$ cat src/rtl/bcd_seq_mult_pkg.sv
package bcd_seq_mult_pkg;

    typedef enum logic [2:0] {
        ST_IDLE,
        ST_PREP,
        ST_RUN,
        ST_FINAL,
        ST_DONE
    } state_e;

    typedef enum logic [2:0] {
        SEL_ZERO,
        SEL_ONE,
        SEL_TWO,
        SEL_FOUR,
        SEL_FIVE
    } mult_sel_e;

    typedef struct packed {
        mult_sel_e first;
        mult_sel_e second;
    } sel_pair_t;

    // Two easy multiples whose sum is digit times X
    function automatic sel_pair_t pick_pair(input logic [3:0] d);
        sel_pair_t p;
        case (d)
            4'd1:    p = '{SEL_ONE,  SEL_ZERO};
            4'd2:    p = '{SEL_TWO,  SEL_ZERO};
            4'd3:    p = '{SEL_TWO,  SEL_ONE};
            4'd4:    p = '{SEL_FOUR, SEL_ZERO};
            4'd5:    p = '{SEL_FIVE, SEL_ZERO};
            4'd6:    p = '{SEL_FIVE, SEL_ONE};
            4'd7:    p = '{SEL_FIVE, SEL_TWO};
            4'd8:    p = '{SEL_FOUR, SEL_FOUR};
            4'd9:    p = '{SEL_FIVE, SEL_FOUR};
            default: p = '{SEL_ZERO, SEL_ZERO};
        endcase
        return p;
    endfunction

    // One decimal digit add: {carry, digit}
    function automatic logic [4:0] digit_add(input logic [3:0] a, input logic [3:0] b,
                                             input logic c);
        logic [4:0] s;
        logic [4:0] t;
        s = 5'(a) + 5'(b) + 5'(c);
        t = s - 5'd10;
        if (s > 5'd9) return {1'b1, t[3:0]};
        return {1'b0, s[3:0]};
    endfunction

    // Digit add where the outgoing carry is known to be zero
    function automatic logic [3:0] digit_add_top(input logic [3:0] a, input logic [3:0] b,
                                                 input logic c);
        logic [4:0] s;
        logic [4:0] t;
        s = 5'(a) + 5'(b) + 5'(c);
        t = s - 5'd10;
        return (s > 5'd9) ? t[3:0] : s[3:0];
    endfunction

    // Digit of 2X from the current digit and the digit below it
    function automatic logic [3:0] dbl_digit(input logic [3:0] cur, input logic [3:0] low);
        logic [4:0] t;
        t = {cur, 1'b0};
        if (t >= 5'd10) t = t - 5'd10;
        return t[3:0] + {3'b000, (low >= 4'd5)};
    endfunction

    // Digit of 5X from the current digit and the digit below it
    function automatic logic [3:0] quint_digit(input logic [3:0] cur, input logic [3:0] low);
        return (cur[0] ? 4'd5 : 4'd0) + {1'b0, low[3:1]};
    endfunction

endpackage

$ cat src/rtl/bcd_multiples.sv
module bcd_multiples
    import bcd_seq_mult_pkg::*;
#(
    parameter int DIGITS = 8
) (
    input  logic [4*DIGITS-1:0]     x,
    output logic [4*(DIGITS+1)-1:0] x2,
    output logic [4*(DIGITS+1)-1:0] x4,
    output logic [4*(DIGITS+1)-1:0] x5
);
    localparam int W = DIGITS + 1;

    logic [4*W-1:0] xe;
    assign xe = {4'b0000, x};

    for (genvar g = 0; g < W; g++) begin : g_dig
        if (g == 0) begin : g_lsd
            assign x2[3:0] = dbl_digit(xe[3:0], 4'd0);
            assign x4[3:0] = dbl_digit(x2[3:0], 4'd0);
            assign x5[3:0] = quint_digit(xe[3:0], 4'd0);
        end else begin : g_up
            assign x2[4*g+:4] = dbl_digit(xe[4*g+:4], xe[4*(g-1)+:4]);
            assign x4[4*g+:4] = dbl_digit(x2[4*g+:4], x2[4*(g-1)+:4]);
            assign x5[4*g+:4] = quint_digit(xe[4*g+:4], xe[4*(g-1)+:4]);
        end
    end
endmodule

$ cat src/rtl/bcd_digit_row.sv
module bcd_digit_row
    import bcd_seq_mult_pkg::*;
#(
    parameter int DIGITS = 9
) (
    input  logic [4*DIGITS-1:0] a,
    input  logic [4*DIGITS-1:0] b,
    input  logic [DIGITS-1:0]   cin,
    output logic [4*DIGITS-1:0] sum,
    output logic [DIGITS-2:0]   cout
);
    for (genvar g = 0; g < DIGITS; g++) begin : g_pos
        if (g < DIGITS - 1) begin : g_lo
            logic [4:0] r;
            assign r            = digit_add(a[4*g+:4], b[4*g+:4], cin[g]);
            assign sum[4*g+:4]  = r[3:0];
            assign cout[g]      = r[4];
        end else begin : g_hi
            assign sum[4*g+:4]  = digit_add_top(a[4*g+:4], b[4*g+:4], cin[g]);
        end
    end
endmodule

$ cat src/rtl/bcd_cpa.sv
module bcd_cpa
    import bcd_seq_mult_pkg::*;
#(
    parameter int DIGITS = 8
) (
    input  logic [4*DIGITS-1:0] a,
    input  logic [4*DIGITS-1:0] b,
    output logic [4*DIGITS-1:0] sum
);
    logic [DIGITS-1:0] c;
    assign c[0] = 1'b0;

    for (genvar g = 0; g < DIGITS; g++) begin : g_pos
        if (g < DIGITS - 1) begin : g_lo
            logic [4:0] r;
            assign r           = digit_add(a[4*g+:4], b[4*g+:4], c[g]);
            assign sum[4*g+:4] = r[3:0];
            assign c[g+1]      = r[4];
        end else begin : g_hi
            assign sum[4*g+:4] = digit_add_top(a[4*g+:4], b[4*g+:4], c[g]);
        end
    end
endmodule

$ cat src/rtl/bcd_seq_mult.sv
module bcd_seq_mult
    import bcd_seq_mult_pkg::*;
#(
    parameter int N = 8
) (
    input  logic           clk,
    input  logic           rst_n,
    input  logic           start,
    input  logic [4*N-1:0] x_in,
    input  logic [4*N-1:0] y_in,
    output logic           busy,
    output logic           done,
    output logic [8*N-1:0] product
);
    localparam int W  = N + 1;
    localparam int XW = 4 * N;
    localparam int MW = 4 * W;
    localparam int CW = (N > 1) ? $clog2(N) : 1;
    localparam logic [CW-1:0] LAST_IT = CW'(N - 1);

    state_e st_q, st_d;

    logic [XW-1:0]  x_q, y_q, s_q, low_q;
    logic [N-1:0]   h_q;
    logic [CW-1:0]  cnt_q;
    logic [MW-1:0]  m2_q, m4_q, m5_q;
    logic [MW-1:0]  m2_w, m4_w, m5_w;
    logic [MW-1:0]  m1_w;
    logic [8*N-1:0] prod_q;

    // Multiples of the captured multiplicand
    bcd_multiples #(.DIGITS(N)) mult_i (
        .x  (x_q),
        .x2 (m2_w),
        .x4 (m4_w),
        .x5 (m5_w)
    );

    assign m1_w = {4'b0000, x_q};

    // Select the two multiples for the current multiplier digit
    sel_pair_t      pair;
    logic [MW-1:0]  op_a, op_b;

    function automatic logic [MW-1:0] pick_mult(input mult_sel_e s,
                                                input logic [MW-1:0] v1,
                                                input logic [MW-1:0] v2,
                                                input logic [MW-1:0] v4,
                                                input logic [MW-1:0] v5);
        case (s)
            SEL_ONE:  return v1;
            SEL_TWO:  return v2;
            SEL_FOUR: return v4;
            SEL_FIVE: return v5;
            default:  return '0;
        endcase
    endfunction

    always_comb begin
        pair = pick_pair(y_q[3:0]);
        op_a = pick_mult(pair.first,  m1_w, m2_q, m4_q, m5_q);
        op_b = pick_mult(pair.second, m1_w, m2_q, m4_q, m5_q);
    end

    // Carry-save 4:2 step: two rows of digit adders, no carry ripple
    logic [MW-1:0] row1_sum, row2_sum;
    logic [N-1:0]  row1_cy, row2_cy;

    bcd_digit_row #(.DIGITS(W)) row1_i (
        .a    ({4'b0000, s_q}),
        .b    (op_a),
        .cin  ({1'b0, h_q}),
        .sum  (row1_sum),
        .cout (row1_cy)
    );

    bcd_digit_row #(.DIGITS(W)) row2_i (
        .a    (row1_sum),
        .b    (op_b),
        .cin  ({row1_cy, 1'b0}),
        .sum  (row2_sum),
        .cout (row2_cy)
    );

    // Final merge of saved digits and carries
    logic [XW-1:0] h_dig, upper_w;

    always_comb begin
        for (int i = 0; i < N; i++) h_dig[4*i+:4] = {3'b000, h_q[i]};
    end

    bcd_cpa #(.DIGITS(N)) merge_i (
        .a   (s_q),
        .b   (h_dig),
        .sum (upper_w)
    );

    // State register
    always_ff @(posedge clk or negedge rst_n) begin
        if (!rst_n) st_q <= ST_IDLE;
        else        st_q <= st_d;
    end

    // Next state
    always_comb begin
        st_d = st_q;
        unique case (st_q)
            ST_IDLE:  if (start) st_d = ST_PREP;
            ST_PREP:  st_d = ST_RUN;
            ST_RUN:   if (cnt_q == LAST_IT) st_d = ST_FINAL;
            ST_FINAL: st_d = ST_DONE;
            ST_DONE:  st_d = ST_IDLE;
            default:  st_d = ST_IDLE;
        endcase
    end

    // Outputs
    always_comb begin
        busy    = (st_q != ST_IDLE);
        done    = (st_q == ST_DONE);
        product = prod_q;
    end

    // Datapath registers
    always_ff @(posedge clk or negedge rst_n) begin
        if (!rst_n) begin
            x_q    <= '0;
            y_q    <= '0;
            s_q    <= '0;
            h_q    <= '0;
            low_q  <= '0;
            cnt_q  <= '0;
            m2_q   <= '0;
            m4_q   <= '0;
            m5_q   <= '0;
            prod_q <= '0;
        end else begin
            case (st_q)
                ST_IDLE: begin
                    if (start) begin
                        x_q <= x_in;
                        y_q <= y_in;
                    end
                end
                ST_PREP: begin
                    m2_q  <= m2_w;
                    m4_q  <= m4_w;
                    m5_q  <= m5_w;
                    s_q   <= '0;
                    h_q   <= '0;
                    cnt_q <= '0;
                end
                ST_RUN: begin
                    s_q   <= row2_sum[MW-1:4];
                    h_q   <= row2_cy;
                    low_q <= {row2_sum[3:0], low_q[XW-1:4]};
                    y_q   <= {4'b0000, y_q[XW-1:4]};
                    cnt_q <= cnt_q + 1'b1;
                end
                ST_FINAL: begin
                    prod_q <= {upper_w, low_q};
                end
                default: ;
            endcase
        end
    end
endmodule

$ cat config.mk
export PLATFORM = sky130hd
export DESIGN_NAME = bcd_seq_mult
export DESIGN_NICKNAME = d
export VERILOG_FILES = /design/src/rtl/bcd_seq_mult_pkg.sv /design/src/rtl/bcd_multiples.sv /design/src/rtl/bcd_digit_row.sv /design/src/rtl/bcd_cpa.sv /design/src/rtl/bcd_seq_mult.sv
export SDC_FILE = /design/constraint.sdc
export NUM_CORES = 1
export LEC_CHECK = 0
export BUFFER_PORTS_ARGS = -buffer_cell sky130_fd_sc_hd__buf_2
export CAP_MARGIN = 20
export CORE_ASPECT_RATIO = 1.2
export CORE_MARGIN = 2
export CORE_UTILIZATION = 50
export CTS_CLUSTER_SIZE = 40
export DETAILED_ROUTE_END_ITERATION = 8
export PLACE_DENSITY = 0.67
export REMOVE_ABC_BUFFERS = 1
export SLEW_MARGIN = 20
export SYNTH_ARGS = -nofsm -noshare
export SYNTH_HDL_FRONTEND = slang
export SYNTH_SLANG_ARGS = --single-unit
$ cat constraint.sdc
create_clock -name clk -period 17 [get_ports clk]
set_clock_uncertainty 0.05 [all_clocks]
set_input_delay 2.55 -clock clk [delete_from_list [all_inputs] [get_ports clk]]
set_output_delay 2.55 -clock clk [all_outputs]
set_load 0.02 [all_outputs]
* Word level (Yosys, flattened, before mapping)
Memory sizes are Yosys's and may differ from the RTL's. Index checks and enable logic that the tools add are counted.
Cells by class: equal/unequal tests 15, reduce and logical (&&, ||, !) cells 7, mux-type cells 107, $add $sub $neg 114, magnitude comparators 59
Operator list (number):
- 36-bit case mux with 4 select lines | 2
- 5-bit 2-to-1 mux | 46
- 4-bit subtractor (second input constant) | 42
- 32-bit case mux with 2 select lines | 2
- 5-bit by 4-bit greater-than comparator with 1-bit output (second input constant) | 25
- 5-bit by 1-bit adder with 5-bit output | 23
- 4-bit by 4-bit adder with 5-bit output | 17
- 5-bit by 4-bit >= comparator with 1-bit output (second input constant) | 16
- 4-bit 2-to-1 mux | 20
- 4-bit by 3-bit >= comparator with 1-bit output (second input constant) | 16
- 4-bit by 1-bit adder with 4-bit output | 15
- 4-bit by 1-bit adder with 5-bit output | 8
- 32-bit 2-to-1 mux | 1
- 3-bit 2-to-1 mux | 10
- 3-bit by 3-bit adder with 4-bit output | 7
- 1-bit 2-to-1 mux | 23
- 3-bit by 2-bit equality test with 1-bit output (second input constant) | 6
- 8-bit case mux with 2 select lines | 1
- 3-bit equality test (second input constant) | 4
- 3-bit case mux with 4 select lines | 1
- 3-bit by 1-bit equality test with 1-bit output (second input constant) | 3
- 3-bit case mux with 2 select lines | 1
- 2-bit AND reduction | 3
- 2-bit by 4-bit >= comparator with 1-bit output (second input constant) | 1
- 7 further kinds | 9
Word-level totals: word-level logic and storage cells 314, register bits 310, ROM bits 80, memories kept 1
Memory list:
- (no name shown) | depth 16, width 5, rd ports 1, clocked after memory_dff 0, write ports 0, line bcd_seq_mult_pkg.sv:27 | case (d)

* Depth between registers and ports, before layout
depth after elaboration 31, mapped depth 70

* Hierarchy
From an unflattened synthesis, not the netlist that was laid out.
Unflattened totals: cell total of the unflattened synthesis 2057, area total of the unflattened synthesis 21650.8 µm²
Modules (own cells, without submodules):
- bcd_seq_mult | instances 1, cells an instance 1141, area an instance 13684.4 µm²
- bcd_multiples | instances 1, cells an instance 263, area an instance 2078.2 µm²
- bcd_digit_row (row2_i) | instances 1, cells an instance 210, area an instance 1969.4 µm²
- bcd_digit_row (row1_i) | instances 1, cells an instance 210, area an instance 1968.1 µm²
- bcd_cpa | instances 1, cells an instance 233, area an instance 1950.6 µm²

* Worst setup path before layout
OpenSTA, ideal clock, no wires.
path type register -> register, start register h_q[0], end register prod_q[63] (netlist: product[63]), cell stages (with the launch flop) 71, arrival time 12.791 ns, clock period less this slack 12.975 ns, data required time 16.815 ns, path slack 4.025 ns, path through dfrtp_1 > ha_1 > ha_1 > xnor2_1 > ha_1 > a21boi_0 > o31a_1 > fa_1 > inv_1 > ha_1 > xor2_1 > inv_1 > ha_1 > a21boi_0 > o31ai_1 > inv_1 > fa_1 > inv_1 > [35 not listed] > inv_1 > ha_1 > xor2_1 > inv_1 > ha_1 > a21boi_0 > o31ai_1 > inv_1 > fa_1 > inv_1 > ha_1 > xnor2_1 > ha_1 > and2_1 > a2111o_1 > a31oi_1 > xnor2_1 > o21ai_0
On the way: cells in the longest elaborated chain, start to end 31, elaborated cells between the ends (all ways) 32, those cells by class 9 x add/sub; 8 x order compare; 15 x mux
Ends and longest elaborated chain:
- start, declared | line bcd_seq_mult.sv:24 | logic [N-1:0] h_q;
- start signal, assigned | line bcd_seq_mult.sv:155 | h_q <= row2_cy;
- 4-bit by 1-bit adder with 5-bit output * | line bcd_seq_mult_pkg.sv:47 | s = 5'(a) + 5'(b) + 5'(c);
- 5-bit by 4-bit greater-than comparator with 1-bit output * | line bcd_seq_mult_pkg.sv:49 | if (s > 5'd9) return {1'b1, t[3:0]};
- 1-bit 2-to-1 mux * | line bcd_seq_mult_pkg.sv:49
- 5-bit 2-to-1 mux * | line bcd_seq_mult_pkg.sv:50 | return {1'b0, s[3:0]};
- 5-bit by 1-bit adder with 5-bit output * | line bcd_seq_mult_pkg.sv:47
- 5-bit by 4-bit greater-than comparator with 1-bit output * | line bcd_seq_mult_pkg.sv:49
- 1-bit 2-to-1 mux * | line bcd_seq_mult_pkg.sv:49
- 5-bit 2-to-1 mux * | line bcd_seq_mult_pkg.sv:50
- [15 not listed]
- 5-bit 2-to-1 mux * | line bcd_seq_mult_pkg.sv:50
- 5-bit by 1-bit adder with 5-bit output * | line bcd_seq_mult_pkg.sv:47
- 5-bit by 4-bit greater-than comparator with 1-bit output * | line bcd_seq_mult_pkg.sv:49
- 1-bit 2-to-1 mux * | line bcd_seq_mult_pkg.sv:49
- 5-bit 2-to-1 mux * | line bcd_seq_mult_pkg.sv:50
- 5-bit by 1-bit adder with 5-bit output * | line bcd_seq_mult_pkg.sv:58 | s = 5'(a) + 5'(b) + 5'(c);
- 4-bit subtractor / 5-bit by 4-bit greater-than comparator with 1-bit output (equally long branches) | line bcd_seq_mult_pkg.sv:59, bcd_seq_mult_pkg.sv:60
- 4-bit 2-to-1 mux * | line bcd_seq_mult_pkg.sv:60 | return (s > 5'd9) ? t[3:0] : s[3:0];
- end signal, assigned | line bcd_seq_mult.sv:161 | prod_q <= {upper_w, low_q};
- end, declared | line bcd_seq_mult.sv:29 | logic [8*N-1:0] prod_q;
Every way passes the cells marked *; elsewhere a longest branch is shown, timed or not. A chain may end at the register's enable or synchronous reset.

* Worst setup path in the final report
Ends and elaborated chain as after synthesis.

==> results.py <==
metrics = {
    "status": {
        "status": "finished clean",
    },
    "critical_path": {
        "path_common_cell": "inv_1",
        "arrival_ns": 15.44,
        "crit_path_max_fanout": 4,
        "cpPeakStageDelay_ns": 0.42,
        "worstSetupEndpointType": "flop",
        "worst_setup_path_start_kind": "flop",
        "cpMaxStageDelayCell": "fa_1",
        "criticalPathCategory": "reg -> reg",
        "crit_required_ns": 17.33,
        "r2r_slack_ns": 1.90,
    },
    "cts": {
        "cts.path.max_buffers": 3,
        "tritoncts": "built",
        "numCtsBuffers": 34,
        "htree_levels": 2,
        "clkLatencyLatePin_ns": 0.52,
        "clock-root-buffer": "clkbuf_16",
        "cts_repair_resize_count": 0,
        "clk_pin_slew_ns": 0.06,
        "clock-sinks": 301,
        "postCtsHoldBufs": 0,
        "post_cts_buffers": 0,
    },
    "yosys": {
        "synth_common_cells": "nand2_1, dfrtp_1, inv_1",
        "synthTopCellsByArea": "dfrtp_1, ha_1, nand2_1",
        "synthFlopType": "dfrtp_1",
        "avgSynthCellArea_um2": 9.07,
        "yosysMostFrequentCell": "nand2_1",
        "synth_top_area_share_pct": 38.9,
        "synth_area_mm2": 0.0193,
        "synth_edf_count": 0,
        "yosysSeqAreaShare_pct": 38.9,
        "syn_inst": 2132,
        "ys_ff_latch": 301,
        "yosysWarnings": 0,
        "netlist.top_cell.by_area": "dfrtp_1",
        "ys_types": 72,
        "synthArstFlopShare_pct": 100,
    },
    "floorplan": {
        "dieArea_mm2": 0.0403,
        "coreArea_mm2": 0.0380,
        "pin_count": 133,
        "die_x_um": 184,
        "rows": 78,
        "dieHeight_um": 219,
        "initial_core_util_pct": 50.9,
    },
    "finish": {
        "n_antenna_cell": 0,
        "finalNetCount": 2489,
        "area.sequential_mm2": 0.00753,
        "area_growth_pct": 11.7,
        "multiInputGateArea_mm2": 0.0108,
        "drive_gt1_share_pct": 11.5,
        "fill_cells": 3438,
    },
    "timing": {
        "setup_viol": 0,
        "min_period_ns": 15.10,
        "hold_viol": 0,
        "fin_crit_sh_pct": 88.8,
        "drv_slew": 0,
        "rsz0062_at_grt": "false",
        "slew_headroom_pct": 35.9,
        "finalSetupTns_ns": 0,
        "fmax_ghz": 0.0662,
        "tightest_slew_ns": 0.960,
    },
    "run": {
        "maxCapViolations": 0,
    },
    "detailed_routing": {
        "drt_pass1_iterations": 8,
        "drcViolationCount": 0,
        "ant_nets": 0,
        "drt-total-wl_mm": 46.7,
        "drtIter0Drc": 1088,
        "num_vias": 15700,
        "via_per_inst": 5.76,
        "wl_per_cell_um": 17.1,
    },
    "global_route": {
        "grt_pass1_vias": 15900,
        "grt_overflow": 0,
        "grt_max_degree": 96,
        "antenna_found_initial": 0,
        "grt_first_pass_wirelength_mm": 78.3,
        "track_usage_pct": 23.8,
    },
    "place": {
        "hpwl_mm": 32.0,
        "portBuffers": 132,
        "gp_congestion": 0.837,
    },
    "hold_path": {
        "min_path_type": "reg -> reg",
    },
}
cell type report:
cell class	instances	area share [%]
Clock inverter	8	0.660
Sequential cell	301	34.9
Inverter	176	3.06
Multi-Input combinational cell	1555	49.9
Clock buffer	52	4.96
Tap cell	480	2.78
Timing Repair Buffer	152	3.80
worst paths after layout:
| path | startpoint | endpoint | cells after the start |
|---|---|---|---|
| worst max-delay path | h_q[0]$_DFFE_PN0N_ | product[63]$_DFFE_PN0P_ | 70 |
| worst min-delay path | low_q[3]$_DFFE_PN0P_ | product[3]$_DFFE_PN0P_ | 2 |
| worst max register to register | h_q[0]$_DFFE_PN0N_ | product[63]$_DFFE_PN0P_ | 70 |
| worst min register to register | low_q[3]$_DFFE_PN0P_ | product[3]$_DFFE_PN0P_ | 2 |
| max in group asynchronous | rst_n | m5_q[34]$_DFFE_PN0P_ | 3 |
| min in group asynchronous | rst_n | m2_q[3]$_DFFE_PN0P_ | 1 |
sequential cells by signal (all words and copies together) (netlist names):
name	cells
m4_q	32
x_q	32
product	64
st_q	3
low_q	32
cnt_q	3
s_q	32
y_q	32
m5_q	32
m2_q	31
h_q	8
routing by layer:
metal | up-vias | track usage (%) | wire [um]
li1 | 7573 | - | -
met1 | 7587 | 30.9 | 20400
met2 | 447 | 41.1 | 22500
met3 | 81 | 2.84 | 2500
met4 | 0 | 8.24 | 1290
met5 | - | 0 | 0
cells by family after synthesis:
group / share of synthesized area [%]
adder cells (fa/ha/maj): 14.6
buffers and inverters: 5.60
AND/OR/NAND/NOR: 16.4
XOR/XNOR: 3.49
multiplexers: 2.67
flip-flops: 38.9
AO/OA/AOI/OAI: 18.3
stage by stage:
stage / area (um2) / worst slack (ns) / instances / util (%) / hold slack (ns)
after detailed placement: 20400 / 2.13 / 2664 / 53.7 / 0.400
after floorplan: 18900 / 3.94 / 2032 / - / 0.389
after global routing: 21600 / 0.797 / 2724 / 56.9 / 0.434
after global placement: 20400 / 3.23 / 2664 / 53.7 / 0.402
final: 21600 / 1.90 / 2724 / 56.9 / 0.414
after CTS: 21600 / 2.07 / 2724 / 56.9 / 0.416
layout by cell type, fill, tap and decap left out, types with 18 or more instances in the layout:
cell / count
dfrtp_1: 301
nor2b_1: 26
nor2_1: 51
ha_1: 162
nor3_1: 18
and3_1: 21
xnor2_1: 44
a31oi_1: 28
a21oi_1: 32
clkbuf_16: 37
o21ai_0: 148
nand2_1: 509
nand2b_1: 27
buf_4: 20
o31ai_1: 23
a222oi_1: 54
fa_1: 40
xor2_1: 33
buf_2: 131
inv_1: 175
mux2i_1: 28
a21o_1: 39
mux2_2: 21
a22oi_1: 52
critical path: cells and delay by family, from the launching register on:
family,cells,cell delay [ns]
DFF,1,0.41
buffers and inverters,19,2.01
xor gates and xnor gates,9,2.06
adders and majority gates,24,6.42
and+or+nand+nor,1,0.16
AOI/OAI and AO/OA,17,3.83
Power is left out: the tool's default activity adds up to more than one toggle a clock period on the data nets, which glitch-free logic cannot reach.
